**config.mk**
```make
export PLATFORM = sky130hd
export DESIGN_NAME = hdlc_rx
export DESIGN_NICKNAME = d
export VERILOG_FILES = /design/src/rtl/hdlc_rx_pkg.sv /design/src/rtl/hdlc_rx_deframer.sv /design/src/rtl/hdlc_rx_assembler.sv /design/src/rtl/hdlc_rx_fifo.sv /design/src/rtl/hdlc_rx.sv
export SDC_FILE = /design/constraint.sdc
export NUM_CORES = 1
export LEC_CHECK = 0
export BUFFER_PORTS_ARGS = -buffer_cell sky130_fd_sc_hd__buf_4
export CORE_AREA = 8 8 169 211
export DETAILED_ROUTE_END_ITERATION = 10
export DIE_AREA = 0 0 177 219
export PLACE_DENSITY = 0.72
export RECOVER_POWER = 25
export REMOVE_ABC_BUFFERS = 1
export SLEW_MARGIN = 5
export SYNTH_ARGS = -nofsm -noshare
export SYNTH_HDL_FRONTEND = slang
export SYNTH_HIERARCHICAL = 1
export SYNTH_SLANG_ARGS = --single-unit
```
**constraint.sdc**
```tcl
create_clock -name clk -period 3.1 [get_ports clk]
set_input_delay 0.155 -clock clk [delete_from_list [all_inputs] [get_ports clk]]
set_output_delay 0.155 -clock clk [all_outputs]
set_load 0.02 [all_outputs]
```
**src/rtl/hdlc_rx_pkg.sv**
```systemverilog
package hdlc_rx_pkg;

    localparam logic [15:0] CRC_PRESET  = 16'hFFFF;
    localparam logic [15:0] CRC_RESIDUE = 16'hF0B8;
    localparam logic [15:0] CRC_POLY_R  = 16'h8408;

    // one decoded line event per strobed bit
    typedef struct packed {
        logic dat_vld;
        logic dat;
        logic flag;
        logic abrt;
    } bit_ev_t;

    typedef enum logic {ST_HUNT, ST_SYNC} asm_state_t;

    typedef struct packed {
        logic crc_ok;
        logic aborted;
        logic overflow;
    } end_stat_t;

    function automatic logic [15:0] crc16_byte(input logic [15:0] c, input logic [7:0] d);
        logic [15:0] r;
        r = c;
        for (int i = 0; i < 8; i++) begin
            if (r[0] ^ d[i]) r = (r >> 1) ^ CRC_POLY_R;
            else             r = r >> 1;
        end
        return r;
    endfunction

    function automatic logic [7:0] min_len(input logic [1:0] sel);
        return 8'd3 + {6'd0, sel};
    endfunction

endpackage

```
**src/rtl/hdlc_rx_deframer.sv**
```systemverilog
module hdlc_rx_deframer
    import hdlc_rx_pkg::*;
#(
    parameter int IDLE_ONES = 15
) (
    input  logic    clk,
    input  logic    rst,
    input  logic    enable,
    input  logic    bit_in,
    input  logic    bit_vld,
    output bit_ev_t ev_o,
    output logic    idle_o,
    output logic    active_o
);
    localparam int OW = $clog2(IDLE_ONES + 1);

    logic [OW-1:0] ones_q;
    logic [OW-1:0] ones_nx;
    bit_ev_t       ev_q;
    logic          active_q;

    assign ones_nx = (ones_q == OW'(IDLE_ONES)) ? ones_q : ones_q + 1'b1;

    always_ff @(posedge clk) begin
        if (rst || !enable) begin
            ones_q   <= '0;
            ev_q     <= '0;
            active_q <= 1'b0;
        end else begin
            ev_q <= '0;
            if (bit_vld) begin
                if (bit_in) begin
                    ones_q       <= ones_nx;
                    ev_q.dat     <= 1'b1;
                    ev_q.dat_vld <= (ones_nx <= OW'(5));
                    if (ones_nx == OW'(7)) begin
                        ev_q.abrt <= 1'b1;
                        active_q  <= 1'b0;
                    end
                end else begin
                    ones_q <= '0;
                    if (ones_q == OW'(6)) begin
                        ev_q.flag <= 1'b1;
                        active_q  <= 1'b1;
                    end else if (ones_q < OW'(5)) begin
                        ev_q.dat_vld <= 1'b1;
                        ev_q.dat     <= 1'b0;
                    end
                end
            end
        end
    end

    assign ev_o     = ev_q;
    assign idle_o   = (ones_q == OW'(IDLE_ONES));
    assign active_o = active_q;

endmodule

```
**src/rtl/hdlc_rx_assembler.sv**
```systemverilog
module hdlc_rx_assembler
    import hdlc_rx_pkg::*;
#(
    parameter int POOL = 16
) (
    input  logic       clk,
    input  logic       rst,
    input  logic       enable,
    input  logic       drop,
    input  logic [1:0] min_sel,
    input  bit_ev_t    ev_i,
    input  logic       fifo_full,
    output logic       push,
    output logic [7:0] push_data,
    output logic       commit,
    output logic       rollback,
    output logic       irq_pool,
    output logic       irq_end,
    output end_stat_t  stat_o
);
    localparam int UW = $clog2(POOL + 1);

    asm_state_t    state_q;
    logic [2:0]    bitcnt_q;
    logic [7:0]    sh_q;
    logic [7:0]    len_q;
    logic [UW-1:0] unc_q;
    logic [15:0]   crc_q;
    logic          ovf_q;
    logic          irq_pool_q, irq_end_q;
    end_stat_t     stat_q;

    logic       act, byte_done, pool_hit, end_evt, long_enough, end_ok;
    logic [7:0] new_byte;

    assign act         = enable && !drop;
    assign new_byte    = {ev_i.dat, sh_q[7:1]};
    assign byte_done   = act && (state_q == ST_SYNC) && ev_i.dat_vld && (bitcnt_q == 3'd7);
    assign push        = byte_done && !fifo_full;
    assign push_data   = new_byte;
    assign pool_hit    = push && (unc_q == UW'(POOL - 1));
    assign end_evt     = act && (state_q == ST_SYNC) && (len_q != 8'd0) && (ev_i.flag || ev_i.abrt);
    assign long_enough = (len_q >= min_len(min_sel));
    assign end_ok      = end_evt && long_enough;
    assign commit      = pool_hit || end_ok;
    assign rollback    = end_evt && !long_enough;

    always_ff @(posedge clk) begin
        if (rst || !act) begin
            state_q    <= ST_HUNT;
            bitcnt_q   <= '0;
            sh_q       <= '0;
            len_q      <= '0;
            unc_q      <= '0;
            crc_q      <= CRC_PRESET;
            ovf_q      <= 1'b0;
            irq_pool_q <= 1'b0;
            irq_end_q  <= 1'b0;
        end else begin
            irq_pool_q <= pool_hit;
            irq_end_q  <= end_ok;
            if (ev_i.flag) begin
                state_q  <= ST_SYNC;
                bitcnt_q <= '0;
                len_q    <= '0;
                unc_q    <= '0;
                crc_q    <= CRC_PRESET;
                ovf_q    <= 1'b0;
            end else if (ev_i.abrt) begin
                state_q <= ST_HUNT;
            end else if (ev_i.dat_vld && state_q == ST_SYNC) begin
                sh_q     <= new_byte;
                bitcnt_q <= bitcnt_q + 3'd1;
                if (byte_done) begin
                    crc_q <= crc16_byte(crc_q, new_byte);
                    if (len_q != 8'hFF) len_q <= len_q + 8'd1;
                    ovf_q <= ovf_q | fifo_full;
                    if (pool_hit)  unc_q <= '0;
                    else if (push) unc_q <= unc_q + 1'b1;
                end
            end
        end
    end

    always_ff @(posedge clk) begin
        if (rst) begin
            stat_q <= '0;
        end else if (end_ok) begin
            stat_q.crc_ok   <= (crc_q == CRC_RESIDUE) && (bitcnt_q == 3'd6) && !ev_i.abrt && !ovf_q;
            stat_q.aborted  <= ev_i.abrt;
            stat_q.overflow <= ovf_q;
        end
    end

    assign irq_pool = irq_pool_q;
    assign irq_end  = irq_end_q;
    assign stat_o   = stat_q;

endmodule

```
**src/rtl/hdlc_rx_fifo.sv**
```systemverilog
module hdlc_rx_fifo #(
    parameter int DEPTH = 32,
    parameter int W     = 8
) (
    input  logic                     clk,
    input  logic                     rst,
    input  logic                     clear,
    input  logic                     drop_all,
    input  logic                     push,
    input  logic [W-1:0]             push_data,
    input  logic                     commit,
    input  logic                     rollback,
    input  logic                     pop,
    input  logic                     release_rd,
    output logic [W-1:0]             rd_data,
    output logic [$clog2(DEPTH):0]   avail,
    output logic                     full
);
    localparam int AW = $clog2(DEPTH);

    logic [W-1:0] mem [DEPTH];
    logic [AW:0]  wr_q, cm_q, rd_q, base_q;
    logic [AW:0]  rd_nx;

    assign avail   = cm_q - rd_q;
    assign full    = ((wr_q - base_q) == (AW+1)'(DEPTH));
    assign rd_nx   = rd_q + {{AW{1'b0}}, (pop && avail != '0)};
    assign rd_data = mem[rd_q[AW-1:0]];

    always_ff @(posedge clk) begin
        if (push) mem[wr_q[AW-1:0]] <= push_data;
    end

    always_ff @(posedge clk) begin
        if (rst || clear) begin
            wr_q   <= '0;
            cm_q   <= '0;
            rd_q   <= '0;
            base_q <= '0;
        end else if (drop_all) begin
            wr_q <= base_q;
            cm_q <= base_q;
            rd_q <= base_q;
        end else begin
            rd_q <= rd_nx;
            if (release_rd) base_q <= rd_nx;
            if (rollback) wr_q <= cm_q;
            else          wr_q <= wr_q + {{AW{1'b0}}, push};
            if (commit)   cm_q <= wr_q + {{AW{1'b0}}, push};
        end
    end

endmodule

```
**src/rtl/hdlc_rx.sv**
```systemverilog
module hdlc_rx
    import hdlc_rx_pkg::*;
#(
    parameter int DEPTH     = 32,
    parameter int POOL      = 16,
    parameter int IDLE_ONES = 15
) (
    input  logic                   clk,
    input  logic                   rst,
    input  logic                   rx_en,
    input  logic [1:0]             min_len_sel,
    input  logic                   rx_bit,
    input  logic                   rx_bit_vld,
    input  logic                   cmd_rx_reset,
    input  logic                   cmd_msg_done,
    input  logic                   cmd_msg_drop,
    input  logic                   fifo_pop,
    output logic [7:0]             fifo_data,
    output logic [$clog2(DEPTH):0] fifo_avail,
    output logic                   irq_pool_full,
    output logic                   irq_msg_end,
    output logic                   st_crc_ok,
    output logic                   st_aborted,
    output logic                   st_overflow,
    output logic                   stat_idle,
    output logic                   stat_line_active
);
    logic       run;
    bit_ev_t    ev;
    logic       push, commit, rollback, full;
    logic [7:0] push_data;
    end_stat_t  stat;

    assign run = rx_en && !cmd_rx_reset;

    hdlc_rx_deframer #(.IDLE_ONES(IDLE_ONES)) u_deframer (
        .clk      (clk),
        .rst      (rst),
        .enable   (run),
        .bit_in   (rx_bit),
        .bit_vld  (rx_bit_vld),
        .ev_o     (ev),
        .idle_o   (stat_idle),
        .active_o (stat_line_active)
    );

    hdlc_rx_assembler #(.POOL(POOL)) u_assembler (
        .clk       (clk),
        .rst       (rst),
        .enable    (run),
        .drop      (cmd_msg_drop),
        .min_sel   (min_len_sel),
        .ev_i      (ev),
        .fifo_full (full),
        .push      (push),
        .push_data (push_data),
        .commit    (commit),
        .rollback  (rollback),
        .irq_pool  (irq_pool_full),
        .irq_end   (irq_msg_end),
        .stat_o    (stat)
    );

    hdlc_rx_fifo #(.DEPTH(DEPTH), .W(8)) u_fifo (
        .clk        (clk),
        .rst        (rst),
        .clear      (cmd_rx_reset),
        .drop_all   (cmd_msg_drop),
        .push       (push),
        .push_data  (push_data),
        .commit     (commit),
        .rollback   (rollback || !rx_en),
        .pop        (fifo_pop),
        .release_rd (cmd_msg_done),
        .rd_data    (fifo_data),
        .avail      (fifo_avail),
        .full       (full)
    );

    assign st_crc_ok   = stat.crc_ok;
    assign st_aborted  = stat.aborted;
    assign st_overflow = stat.overflow;

endmodule

```
==> results.json, run 1 <==
{
  "die-area_um2": 38800,
  "place_ws_ns": -0.221,
  "layout.nets": 1141,
  "ys.warnings.count": 6,
  "antenna_found_initial": 0,
  "rrSetupSlack_ns": 0.16,
  "grt_max_degree": 41,
  "initial_core_util_pct": 44.4,
  "antenna_cells": 0,
  "slew-limit-headroom_pct": -18.5,
  "critPathKind": "flop to output pin",
  "multi_input_comb_area_um2": 4820,
  "drt_iter0_markers": 731,
  "dieHeight_um": 219,
  "synthArstFlopShare_pct": 0,
  "wl_per_cell_um": 20.6,
  "hold_class": "input pin to flop",
  "skew_ns": 0.0105,
  "syn_inst": 1025,
  "synth_largest_area_cell": "edfxtp_1",
  "whs_endpoint": "u_fifo/rd_q[1]",
  "cts_tree": "done",
  "internal_power_uw": 7180,
  "min_from": "cmd_msg_drop",
  "synthTopCellsByArea": "edfxtp_1 54%, dfxtp_1 11%, mux2i_1 5.9%",
  "drtPass1Iterations": 5,
  "die_w_um": 177,
  "fin_crit_ns": 3.03,
  "ys_ff_latch": 335,
  "fp-row-count": 74,
  "ir_drop_uv": 363,
  "netlist_area_um2": 14400,
  "clockRootBuffer": "clkbuf_16",
  "rr_startpoint": "u_fifo/rd_q[0]",
  "combinationalPowerShare_pct": 3.2,
  "worstRegToRegCells": 10,
  "hold_viol_final": 0,
  "syn_area_per_cell_um2": 14.0,
  "slowest_delay_ns": 0.59,
  "drv_cap": 7,
  "finalSetupViolCount": 0,
  "p_seq_share_pct": 53.1,
  "path_clk_slew_ns": 0.06,
  "final_cell_area_um2": 16500,
  "powerDensity_nw_per_um2": 544,
  "synth_ff_type": "edfxtp_1",
  "cp-start-kind": "flop",
  "port_buffers": 31,
  "setup_slack_ns": 0.0653,
  "vias": 8635,
  "clock_power_share_pct": 43.7,
  "vias_per_cell": 5.59,
  "place_area_um2": 15300,
  "track_usage_pct": 16.5,
  "status": "finished, violations left",
  "crit_slowest_cell": "mux4_1",
  "setup_tns_ns": 0,
  "min_path_cells": 3,
  "worstPathMaxFanout": 30,
  "power.leakage_uw": 0.00520,
  "drive_above_1_share_pct": 18.1,
  "cp.required_ns": 2.94,
  "area_growth_pct": 15.2,
  "period_share_pct": 97.9,
  "cts_buffers": 34,
  "gp_congestion": 0.881,
  "r2r_end": "u_fifo/base_q[5]",
  "synth-seq-area-share_pct": 64.5,
  "violations": "capacitance limit, slew limit",
  "synth.distinct_cells": 71,
  "clk_path_buf_depth": 3,
  "synth_common_cells": "256 x edfxtp_1, 90 x nor2_1, 85 x mux2i_1",
  "final_cells": 1545,
  "ff_latch_area_um2": 9280,
  "tightest_slew_ns": 1.78,
  "path_cells": "buf_16, mux4_1, a22o_1, a221oi_1, nand3_1, buf_4",
  "endpoint_kind": "output pin",
  "first_global_vias": 8909,
  "synth_edf_count": 256,
  "cts.sinks": 335,
  "hpwl_um": 20600,
  "coreArea_um2": 32300,
  "drv_slew": 245,
  "dp_cells": 1476,
  "grt_overflow": 0,
  "grt_pass1_wl_um": 49600,
  "critPathArrivalTime_ns": 2.88,
  "synth_top_cell_area_share_pct": 53.5,
  "worst_hold_slack_ns": 0.0367,
  "cts_htree_levels": 2,
  "synth_most_common_cell": "edfxtp_1",
  "fillers": 2641,
  "switching_share_pct": 20.2,
  "drc": 0,
  "fmax_mhz": 330,
  "io_pins": 32,
  "p_switching_uw": 1820,
  "clkLatencyLatePin_ns": 0.52,
  "postRouteWirelength_um": 31800,
  "antenna_left": 0
}
## how the worst max path moves through the flow
stage	from	endpoint	slack, ns	cells past startpoint
6_report	u_fifo/rd_q[0]	fifo_data[0]	0.07	6
5_1_grt	u_fifo/rd_q[0]	u_fifo/base_q[5]	-0.002	10
4_1_cts	u_fifo/base_q[1]	u_fifo/mem[25][2]	-0.005	11
3_5_place_dp	u_fifo/base_q[1]	u_fifo/mem[20][5]	-0.22	11
3_3_place_gp	u_fifo/base_q[1]	u_fifo/mem[20][5]	-0.06	11
2_1_floorplan	u_fifo/rd_q[0]	u_fifo/rd_q[4]	-2.87	11
## routing by layer
metal	GRT usage, %	wire length, um	vias up
li1	-	-	4035
met1	19.0	12500	4240
met2	29.5	16400	277
met3	3.13	1850	83
met4	6.71	1130	0
met5	0	0	-
## power by group through the flow
stage	clock network (uW)	logic, uW	registers (uW)
finish	3930	287	4780
global route	4180	311	4780
CTS	4010	283	4780
detailed placement	0	271	4880
global placement	0	267	4870
floorplan	0	161	4900
## critical path, delay by kind of cell, from the launching register on
kind | cells | cell delay [ns]
AOI/OAI and AO/OA | 2 | 0.74
muxes | 1 | 0.59
buffers and inverters | 2 | 0.43
DFF | 1 | 0.41
and+or+nand+nor | 1 | 0.15
## layout by cell type (no fill, tap or decap), types with 6 or more instances in the layout
cell and count:
xor2_1 12, nor2_2 23, edfxtp_1 256, inv_1 36, a22o_1 8, ha_1 25, o211ai_1 15, nand2_1 50
o21ai_0 18, nor3_1 11, nor2b_1 11, nand3_1 39, clkinv_1 6, clkbuf_1 13, nand4_1 6, dfxtp_1 76
a211oi_1 6, a22oi_1 26, a31oi_1 7, mux4_2 22, xnor2_1 30, mux2i_1 85, nand3b_1 7, mux4_1 10
clkbuf_16 37, nor2_1 67, nand2b_1 12, dlygate4sd3_1 6, buf_4 76, a21oi_1 42
## final cells by class
class                   count  share of cell area, %
inverters                  37                  0.839
well taps                 418                   3.16
clock buffers              44                   5.81
repair buffers             91                   4.33
multi-input cells         603                   29.1
flip-flops and latches    335                   56.0
clock inverters            17                  0.688
## per-stage QoR
stage | total power, uW | util (%)
finish | 9000 | 51.2
global route | 9270 | 51.2
CTS | 9080 | 51.0
detailed placement | 5150 | 47.2
global placement | 5140 | 47.2
floorplan | 5060 | -
## sequential cells by signal, indices dropped and copies added (netlist names), 6 cells and up
name,flops
u_assembler/crc_q,16
u_assembler/len_q,8
u_assembler/sh_q,7
u_fifo/base_q,6
u_fifo/cm_q,6
u_fifo/mem,256
u_fifo/rd_q,6
u_fifo/wr_q,6
## cell families (layout without fill, tap and decap cells)
| logic type | count (synthesis) | after routing | share of synthesized area [%] |
|---|---|---|---|
| compound gates | 153 | 153 | 7.14 |
| simple gates | 261 | 261 | 9.09 |
| buf+inv | 87 | 189 | 2.85 |
| fa+ha+maj | 28 | 28 | 2.49 |
| flops | 335 | 335 | 64.5 |
| mux | 117 | 117 | 11.2 |
| xor+xnor | 44 | 44 | 2.68 |
## what timing repair did
action,CTS,global route
hold buffers,6,0
pin swaps,0,2
cloned,1,0
endpoints found under the hold margin,8,0
buffers inserted,0,1
endpoints found under the setup margin,179,137
gates resized for setup,18,22
Note: power is estimated with default switching activity, not from simulation.
==> run 2: changes to the inputs <==
- BUFFER_PORTS_ARGS: -buffer_cell sky130_fd_sc_hd__buf_4 -> not set
- DONT_BUFFER_PORTS: not set -> 1
- PLACE_DENSITY: 0.72 -> 0.71
==> results.json, run 2 (synthesized netlist as in run 1, its figures left out) <==
{
  "status": "finished, violations left",
  "violations": "capacitance limit, slew limit",
  "setup_tns_ns": 0,
  "powerDensity_nw_per_um2": 543,
  "initial_core_util_pct": 44.4,
  "vias_per_cell": 5.67,
  "drv_cap": 5,
  "antenna_cells": 0,
  "antenna_left": 0,
  "port_buffers": 0,
  "p_seq_share_pct": 53.4,
  "power.leakage_uw": 0.00504,
  "largest_reg_flops": 256,
  "drive_above_1_share_pct": 17.0,
  "endpoint_kind": "output pin",
  "io_pins": 32,
  "area_growth_pct": 14.7,
  "switching_share_pct": 19.9,
  "coreArea_um2": 32300,
  "layout_commonest_cell": "edfxtp_1",
  "wl_per_cell_um": 20.4,
  "cp-start-kind": "flop",
  "clockRootBuffer": "clkbuf_16",
  "skew_ns": 0.0155,
  "slowest_delay_ns": 0.65,
  "layout.nets": 1107,
  "cts.sinks": 335,
  "fp-row-count": 74,
  "rsz0062_at_grt": "false",
  "vias": 8560,
  "die_w_um": 177,
  "track_usage_pct": 15.6,
  "postRouteWirelength_um": 30800,
  "clock_power_share_pct": 43.6,
  "cts_htree_levels": 2,
  "clk_path_buf_depth": 3,
  "postCtsSetupBuffers": 0,
  "first_global_vias": 8433,
  "hold_class": "input pin to flop",
  "internal_power_uw": 7170,
  "die-area_um2": 38800,
  "hold_viol_final": 0,
  "period_share_pct": 97.2,
  "drtPass1Iterations": 5,
  "combinationalPowerShare_pct": 3.0,
  "finalSetupViolCount": 0,
  "grt_overflow": 0,
  "path_buf_inv": 1,
  "fin_crit_ns": 3.01,
  "setup_slack_ns": 0.0878,
  "hpwl_um": 19700,
  "grt_pass1_wl_um": 47300,
  "dp_cells": 1434,
  "grt_max_degree": 61,
  "drt_iter0_markers": 654,
  "path_cells": "buf_16, mux4_1, a22o_1, a221oi_1, nand3_1",
  "crit_slowest_cell": "mux4_1",
  "multi_input_comb_area_um2": 4980,
  "tightest_slew_ns": 1.65,
  "crit_family": "multiplexers",
  "critPathKind": "flop to output pin",
  "p_switching_uw": 1780,
  "slew-limit-headroom_pct": -10.2,
  "cts_buffers": 35,
  "path_clk_slew_ns": 0.05,
  "fillers": 2687,
  "cts_tree": "done",
  "ir_drop_uv": 369,
  "place_ws_ns": -0.113,
  "drv_slew": 175,
  "antenna_found_initial": 0,
  "critPathArrivalTime_ns": 2.86,
  "cp.required_ns": 2.94,
  "p_total_uw": 8950,
  "fmax_mhz": 332,
  "layout_common_cells": "256 x edfxtp_1, 85 x mux2i_1, 74 x dfxtp_1",
  "final_cells": 1511,
  "gp_congestion": 0.827,
  "clkLatencyLatePin_ns": 0.50,
  "worstPathMaxFanout": 60,
  "drc": 0,
  "dieHeight_um": 219,
  "ff_latch_area_um2": 9280
}
## run 2: changes by cell type in the layout (fill, tap and decap cells not counted), moves of 4 or more
cell | before | now
nand3_2 | 2 | 8
nand3_1 | 39 | 33
nor2_1 | 67 | 57
dlygate4sd3_1 | 6 | 15
nor2_2 | 23 | 27
nor2_4 | 1 | 7
buf_4 | 76 | 32
## run 2: final timing paths
kind,depth (start not counted),slack (ns),endpoint,startpoint
setup / recovery,5,0.09,fifo_data[7],u_fifo/rd_q[0]
hold / removal,2,0.05,u_fifo/cm_q[0],cmd_msg_drop
setup reg to reg,12,0.19,u_fifo/rd_q[4],u_fifo/cm_q[0]
hold reg to reg,1,0.46,u_assembler/unc_q[4],u_assembler/unc_q[4]
## run 2: routing by layer
layer  GRT usage [%]  part of all wire (%)  vias to the layer above
met5               0                     0                        -
met4            5.44                   2.9                        0
met3            2.87                   5.7                       51
met2            27.3                    52                      243
met1            19.1                    40                     4308
li1                -                     -                     3958
## run 2: layout make-up
type / instances / area share, %
clock buffers: 45 / 5.86
clock inverters: 17 / 0.684
inverters: 37 / 0.843
multi-input cells: 603 / 30.2
flip-flops and latches: 335 / 56.3
well taps: 418 / 3.18
repair buffers: 56 / 2.86
## run 2: power by group through the flow
stage	clock network [uW]	registers, uW	logic, uW
2_1_floorplan	0	4900	161
3_3_place_gp	0	4880	241
3_5_place_dp	0	4880	243
4_1_cts	3970	4780	258
5_1_grt	4150	4780	287
6_report	3900	4780	265
## run 2: metrics by stage
step | hold WS, ns | cell area (um^2) | util (%)
2_1_floorplan | 0.249 | 14100 | -
3_3_place_gp | 0.263 | 15000 | 46.3
3_5_place_dp | 0.259 | 15000 | 46.3
4_1_cts | 0.0348 | 16300 | 50.3
5_1_grt | 0.0774 | 16500 | 51.0
6_report | 0.0528 | 16500 | 51.0
## run 2: repair_timing
item / in CTS / in global routing
endpoints found under the hold margin: 29 / 0
pin swaps: 0 / 5
hold buffers: 15 / 0
gates resized for setup: 27 / 53
setup endpoints to repair: 165 / 284
